==> src/rtl/hazardPkg.sv <==
package hazardPkg;
  typedef enum logic [1:0] {
    SEL_REGFILE = 2'b00,
    SEL_WB      = 2'b01,
    SEL_MEM     = 2'b10
  } fwdSel_e;

  typedef struct packed {
    logic holdFetch;
    logic squashIdEx;
  } stallStrobe_t;
endpackage

==> src/rtl/interlockCtl.sv <==
module interlockCtl
  import hazardPkg::*;
#(
  parameter int ADDR_W = 5
) (
  input  logic [ADDR_W-1:0] idRs1,
  input  logic [ADDR_W-1:0] idRs2,
  input  logic              idUseRs1,
  input  logic              idUseRs2,
  input  logic              idIsStore,
  input  logic [ADDR_W-1:0] exRd,
  input  logic              exRegWe,
  input  logic              exMemRe,
  output stallStrobe_t      strobe
);
  localparam logic [ADDR_W-1:0] ZERO_REG = '0;

  logic loadLive;
  logic addrHit;
  logic dataHit;
  logic needStall;

  // a live load: reads memory, writes a real register
  assign loadLive = exMemRe && exRegWe && (exRd != ZERO_REG);
  assign addrHit  = idUseRs1 && (idRs1 == exRd);
  // a store's rs2 is its data; it can be bypassed later in MEM
  assign dataHit  = idUseRs2 && (idRs2 == exRd) && !idIsStore;

  assign needStall = loadLive && (addrHit || dataHit);

  always_comb begin
    strobe.holdFetch  = needStall;
    strobe.squashIdEx = needStall;
  end
endmodule

==> src/rtl/bypassPath.sv <==
module bypassPath
  import hazardPkg::*;
#(
  parameter int ADDR_W = 5
) (
  input  logic [ADDR_W-1:0] exRs1,
  input  logic [ADDR_W-1:0] exRs2,
  input  logic              exUseRs1,
  input  logic              exUseRs2,
  input  logic              exIsStore,
  input  logic [ADDR_W-1:0] memRd,
  input  logic              memRegWe,
  input  logic [ADDR_W-1:0] memRs2,
  input  logic              memIsStore,
  input  logic [ADDR_W-1:0] wbRd,
  input  logic              wbRegWe,
  input  logic              idRegWe,
  input  logic              idMemWe,
  input  logic              idMemRe,
  input  stallStrobe_t      strobe,
  output fwdSel_e           selA,
  output fwdSel_e           selB,
  output fwdSel_e           selStore,
  output logic              memStoreFwd,
  output logic              idExRegWe,
  output logic              idExMemWe,
  output logic              idExMemRe
);
  localparam int NUM_CONSUMERS = 3;
  localparam logic [ADDR_W-1:0] ZERO_REG = '0;

  logic              memLive;
  logic              wbLive;
  logic [ADDR_W-1:0] srcAddr [NUM_CONSUMERS];
  logic              srcUse  [NUM_CONSUMERS];
  fwdSel_e           selOut  [NUM_CONSUMERS];

  assign memLive = memRegWe && (memRd != ZERO_REG);
  assign wbLive  = wbRegWe && (wbRd != ZERO_REG);

  assign srcAddr[0] = exRs1;
  assign srcUse[0]  = exUseRs1;
  assign srcAddr[1] = exRs2;
  assign srcUse[1]  = exUseRs2;
  assign srcAddr[2] = exRs2;
  assign srcUse[2]  = exIsStore;

  for (genvar g = 0; g < NUM_CONSUMERS; g++) begin : gConsumer
    always_comb begin
      // younger producer checked first
      if (srcUse[g] && memLive && (memRd == srcAddr[g])) begin
        selOut[g] = SEL_MEM;
      end else if (srcUse[g] && wbLive && (wbRd == srcAddr[g])) begin
        selOut[g] = SEL_WB;
      end else begin
        selOut[g] = SEL_REGFILE;
      end
    end
  end

  assign selA     = selOut[0];
  assign selB     = selOut[1];
  assign selStore = selOut[2];

  // load data reaching a store that already sits in MEM
  assign memStoreFwd = memIsStore && wbLive && (wbRd == memRs2);

  // bubble: strip every side-effect enable
  assign idExRegWe = idRegWe && !strobe.squashIdEx;
  assign idExMemWe = idMemWe && !strobe.squashIdEx;
  assign idExMemRe = idMemRe && !strobe.squashIdEx;
endmodule

==> src/rtl/pipeHazardCtl.sv <==
module pipeHazardCtl
  import hazardPkg::*;
#(
  parameter int ADDR_W = 5
) (
  input  logic              clk,
  input  logic              rstN,
  input  logic [ADDR_W-1:0] idRs1,
  input  logic [ADDR_W-1:0] idRs2,
  input  logic              idUseRs1,
  input  logic              idUseRs2,
  input  logic              idIsStore,
  input  logic              idRegWe,
  input  logic              idMemWe,
  input  logic              idMemRe,
  input  logic [ADDR_W-1:0] exRs1,
  input  logic [ADDR_W-1:0] exRs2,
  input  logic              exUseRs1,
  input  logic              exUseRs2,
  input  logic              exIsStore,
  input  logic [ADDR_W-1:0] exRd,
  input  logic              exRegWe,
  input  logic              exMemRe,
  input  logic [ADDR_W-1:0] memRd,
  input  logic              memRegWe,
  input  logic [ADDR_W-1:0] memRs2,
  input  logic              memIsStore,
  input  logic [ADDR_W-1:0] wbRd,
  input  logic              wbRegWe,
  output logic [1:0]        fwdA,
  output logic [1:0]        fwdB,
  output logic [1:0]        fwdStore,
  output logic              memStoreFwd,
  output logic              pcHold,
  output logic              ifIdHold,
  output logic              idExRegWe,
  output logic              idExMemWe,
  output logic              idExMemRe
);
  stallStrobe_t strobe;
  fwdSel_e      selA;
  fwdSel_e      selB;
  fwdSel_e      selStore;

  interlockCtl #(.ADDR_W(ADDR_W)) uCtl (
    .idRs1     (idRs1),
    .idRs2     (idRs2),
    .idUseRs1  (idUseRs1),
    .idUseRs2  (idUseRs2),
    .idIsStore (idIsStore),
    .exRd      (exRd),
    .exRegWe   (exRegWe),
    .exMemRe   (exMemRe),
    .strobe    (strobe)
  );

  bypassPath #(.ADDR_W(ADDR_W)) uPath (
    .exRs1       (exRs1),
    .exRs2       (exRs2),
    .exUseRs1    (exUseRs1),
    .exUseRs2    (exUseRs2),
    .exIsStore   (exIsStore),
    .memRd       (memRd),
    .memRegWe    (memRegWe),
    .memRs2      (memRs2),
    .memIsStore  (memIsStore),
    .wbRd        (wbRd),
    .wbRegWe     (wbRegWe),
    .idRegWe     (idRegWe),
    .idMemWe     (idMemWe),
    .idMemRe     (idMemRe),
    .strobe      (strobe),
    .selA        (selA),
    .selB        (selB),
    .selStore    (selStore),
    .memStoreFwd (memStoreFwd),
    .idExRegWe   (idExRegWe),
    .idExMemWe   (idExMemWe),
    .idExMemRe   (idExMemRe)
  );

  assign fwdA     = selA;
  assign fwdB     = selB;
  assign fwdStore = selStore;
  assign pcHold   = strobe.holdFetch;
  assign ifIdHold = strobe.holdFetch;
endmodule

==> config.mk <==
export PLATFORM = sky130hd
export DESIGN_NAME = pipeHazardCtl
export DESIGN_NICKNAME = d
export VERILOG_FILES = /design/src/rtl/hazardPkg.sv /design/src/rtl/interlockCtl.sv /design/src/rtl/bypassPath.sv /design/src/rtl/pipeHazardCtl.sv
export SDC_FILE = /design/constraint.sdc
export NUM_CORES = 1
export LEC_CHECK = 0
export ABC_CLOCK_PERIOD_IN_PS = 2300
export CORE_ASPECT_RATIO = 1.5
export CORE_UTILIZATION = 27
export DETAILED_ROUTE_END_ITERATION = 10
export PLACE_DENSITY = 0.85
export REMOVE_ABC_BUFFERS = 1
export SLEW_MARGIN = 40
export SYNTH_ARGS = -nofsm -noshare
export SYNTH_HDL_FRONTEND = slang
export SYNTH_HIERARCHICAL = 1
export SYNTH_SLANG_ARGS = --single-unit
export TNS_END_PERCENT = 30
==> constraint.sdc <==
create_clock -name vclk -period 2.3
set_clock_uncertainty 0.05 [all_clocks]
set_input_delay 0.575 -clock vclk [all_inputs]
set_output_delay 0.575 -clock vclk [all_outputs]
set_load 0.005 [all_outputs]
==> results of run 1 <==
-- worst paths after layout --
check,start,endpoint,slack [ns],cells past startpoint
min,wbRd[3],fwdB[0],1.62,5
max,memRd[3],fwdStore[0],-0.17,6
-- per-stage QoR --
stage | hold WS, ns | TNS [ns] | util | power (W)
after floorplan | 1.18 | 0 | - | 0.0000631
after global placement | 2.02 | -10.20 | 0.730 | 0.000212
after detailed placement | 2.04 | -10.81 | 0.730 | 0.000219
after CTS | 1.61 | -1.09 | 0.781 | 0.000229
after global routing | 1.64 | -1.60 | 0.784 | 0.000250
final | 1.62 | -0.991 | 0.784 | 0.000236
-- critical path: cells and delay by family --
family	cells	cell delay, ns
compound gates	1	0.18
buf+inv	2	0.26
simple gates	3	0.82
-- per-layer routing --
metal,wire length [µm],up-vias,track usage
met5,0,-,0
met4,19,0,0.0306
met3,309,2,0.0520
met2,1510,59,0.482
met1,779,399,0.202
li1,-,417,-
-- power breakdown --
part / leakage, nW / total (W) / internal [W] / switching (W)
combinational: 0.621 / 0.000236 / 0.000143 / 0.0000926
sequential: 0 / 0 / 0 / 0
clock: 0 / 0 / 0 / 0
-- logic make-up (layout without fill, tap and decap cells) --
logic type / after synthesis / in the layout / share of synthesized area
buffers and inverters: 3 / 88 / 0.0426
AOI/OAI and AO/OA: 4 / 4 / 0.0591
xor gates and xnor gates: 35 / 35 / 0.579
and+or+nand+nor: 29 / 29 / 0.319
-- final cells by class --
class | instances | area, µm²
Fill cell | 124 | 395
Timing Repair Buffer | 88 | 759
Tap cell | 21 | 26.3
Multi-Input combinational cell | 68 | 649
-- cell usage in the layout, fill, tap and decap left out, drive strengths merged --
cell | synthesis | final
a21oi | 1 | 1
dlymetal6s2s | 0 | 1
clkdlybuf4s50 | 0 | 20
nor3 | 3 | 3
o211ai | 1 | 1
nand4b | 1 | 1
xor2 | 16 | 16
nand4 | 2 | 2
o21ai | 2 | 2
nor4 | 6 | 6
nor2b | 3 | 3
dlygate4sd2 | 0 | 9
nor2 | 1 | 1
or4 | 3 | 3
nand3 | 4 | 4
buf | 3 | 45
xnor2 | 19 | 19
nand2 | 4 | 4
clkdlybuf4s15 | 0 | 8
clkbuf | 0 | 5
and2 | 2 | 2
-- timing repair --
action / 4_1_cts / 5_1_grt
pin swaps: 34 / 16
cloned: 0 / 0
gates resized for setup: 164 / 11
endpoints found under the hold margin: 0 / 0
setup endpoints to repair: 12 / 12
buffers inserted: 3 / 0
==> metrics.cfg, run 1 <==
[run_status]
status = complete, but fails checks
violations = negative setup slack

[timing]
slew_viol_final = 0
fmax_mhz = 405
finalSetupViolCount = 11
slew_headroom = 0.785
period_share = 1.07
worst_pin_slew_ns = 0.320
fin_ws_ns = -0.172
rsz0062_at_grt = yes
hold_violations = 0
fin_crit_ns = 2.47

[floorplan]
chipWidth_um = 38.2
die_y_um = 56.2
dieArea_um2 = 2140
core_um2 = 1830
io_pins = 68
rows = 19
start_util = 0.289

[grt]
antenna_found_initial = 0
grt_pass1_wl_mm = 3.65
grt_usage = 0.231
globalRouteOverflowTotal = 0
grt_max_degree = 5
grt_pass1_vias = 887

[logic_synthesis]
synth_warnings = 6
postSynthAreaPerCell_um2 = 7.45
synth_common_cells = 19 x xnor2_1, 16 x xor2_1, 6 x nor4_1, 4 x nand2_1, 4 x nand3_1
synth-seq-area-share = 0
synth_cell_types = 17
yosysMostFrequentCell = xnor2_1
synth_top_cell_by_area = xnor2_1
netlist_area_um2 = 529
synth_area_leaders = xnor2_1 31%, xor2_1 26%, nor4_1 7.1%, buf_4 4.3%, or4_1 4.3%
yosys.area.top_type_share = 0.314
syn_inst = 71

[cells_and_area]
syn_to_final_growth_pct = 171
drive_above_1_share = 0.494
final_cells = 177
fin_nets = 214
seq_area_um2 = 0
final_area_um2 = 1440
seq_cells = 0
nClkBuffers = 0
antenna_cells = 0

[job]
maxCapViolations = 0

[drt]
postRouteAntennaNets = 0
avgRoutedWirePerCell_um = 14.8
dr_total_vias = 877
vias_per_cell = 4.95
wirelength_mm = 2.62
dr.pass1.iters = 4
drtIter0Drc = 7
drc = 0

[setup_path]
max_stage_delay_ns = 0.54
worst_setup_path_end_kind = output port
cp_cell_sequence = buf_6 -> or4_4 -> o21ai_4 -> nor4_4 -> nor4_1 -> buf_2
critPathArrivalTime_ns = 1.85
cp-start-kind = primary input
cp.required_ns = 1.67
path_class = primary input to output port
cp_slowest_cell = or4_4
path_max_fanout = 4

[pwr]
power.density_nw_per_um2 = 164
ir_worst_vdd_uv = 106
leakagePower_nw = 0.621

[place]
io_buffers = 66
hpwl_mm = 2.01
place_ws_ns = -1.09
place_inst = 174
gp_congestion = 0.729
dpl_cell_area_um2 = 1340

[clock_tree]
cts_hold_buffers = 0

[worst_hold_path]
hold_class = primary input to output port

Power figures use the tool's default switching activity.
==> run 2, diff against run 1 <==
Settings changed: CAP_MARGIN set to 20.
==> results of run 2 <==
Final layout, timing and power as in run 1 (identical DEF).
==> run 3, diff against run 2 <==
Settings changed: GPL_TIMING_DRIVEN set to 1.
==> results of run 3 <==
Final layout, timing and power as in run 1 (identical DEF).
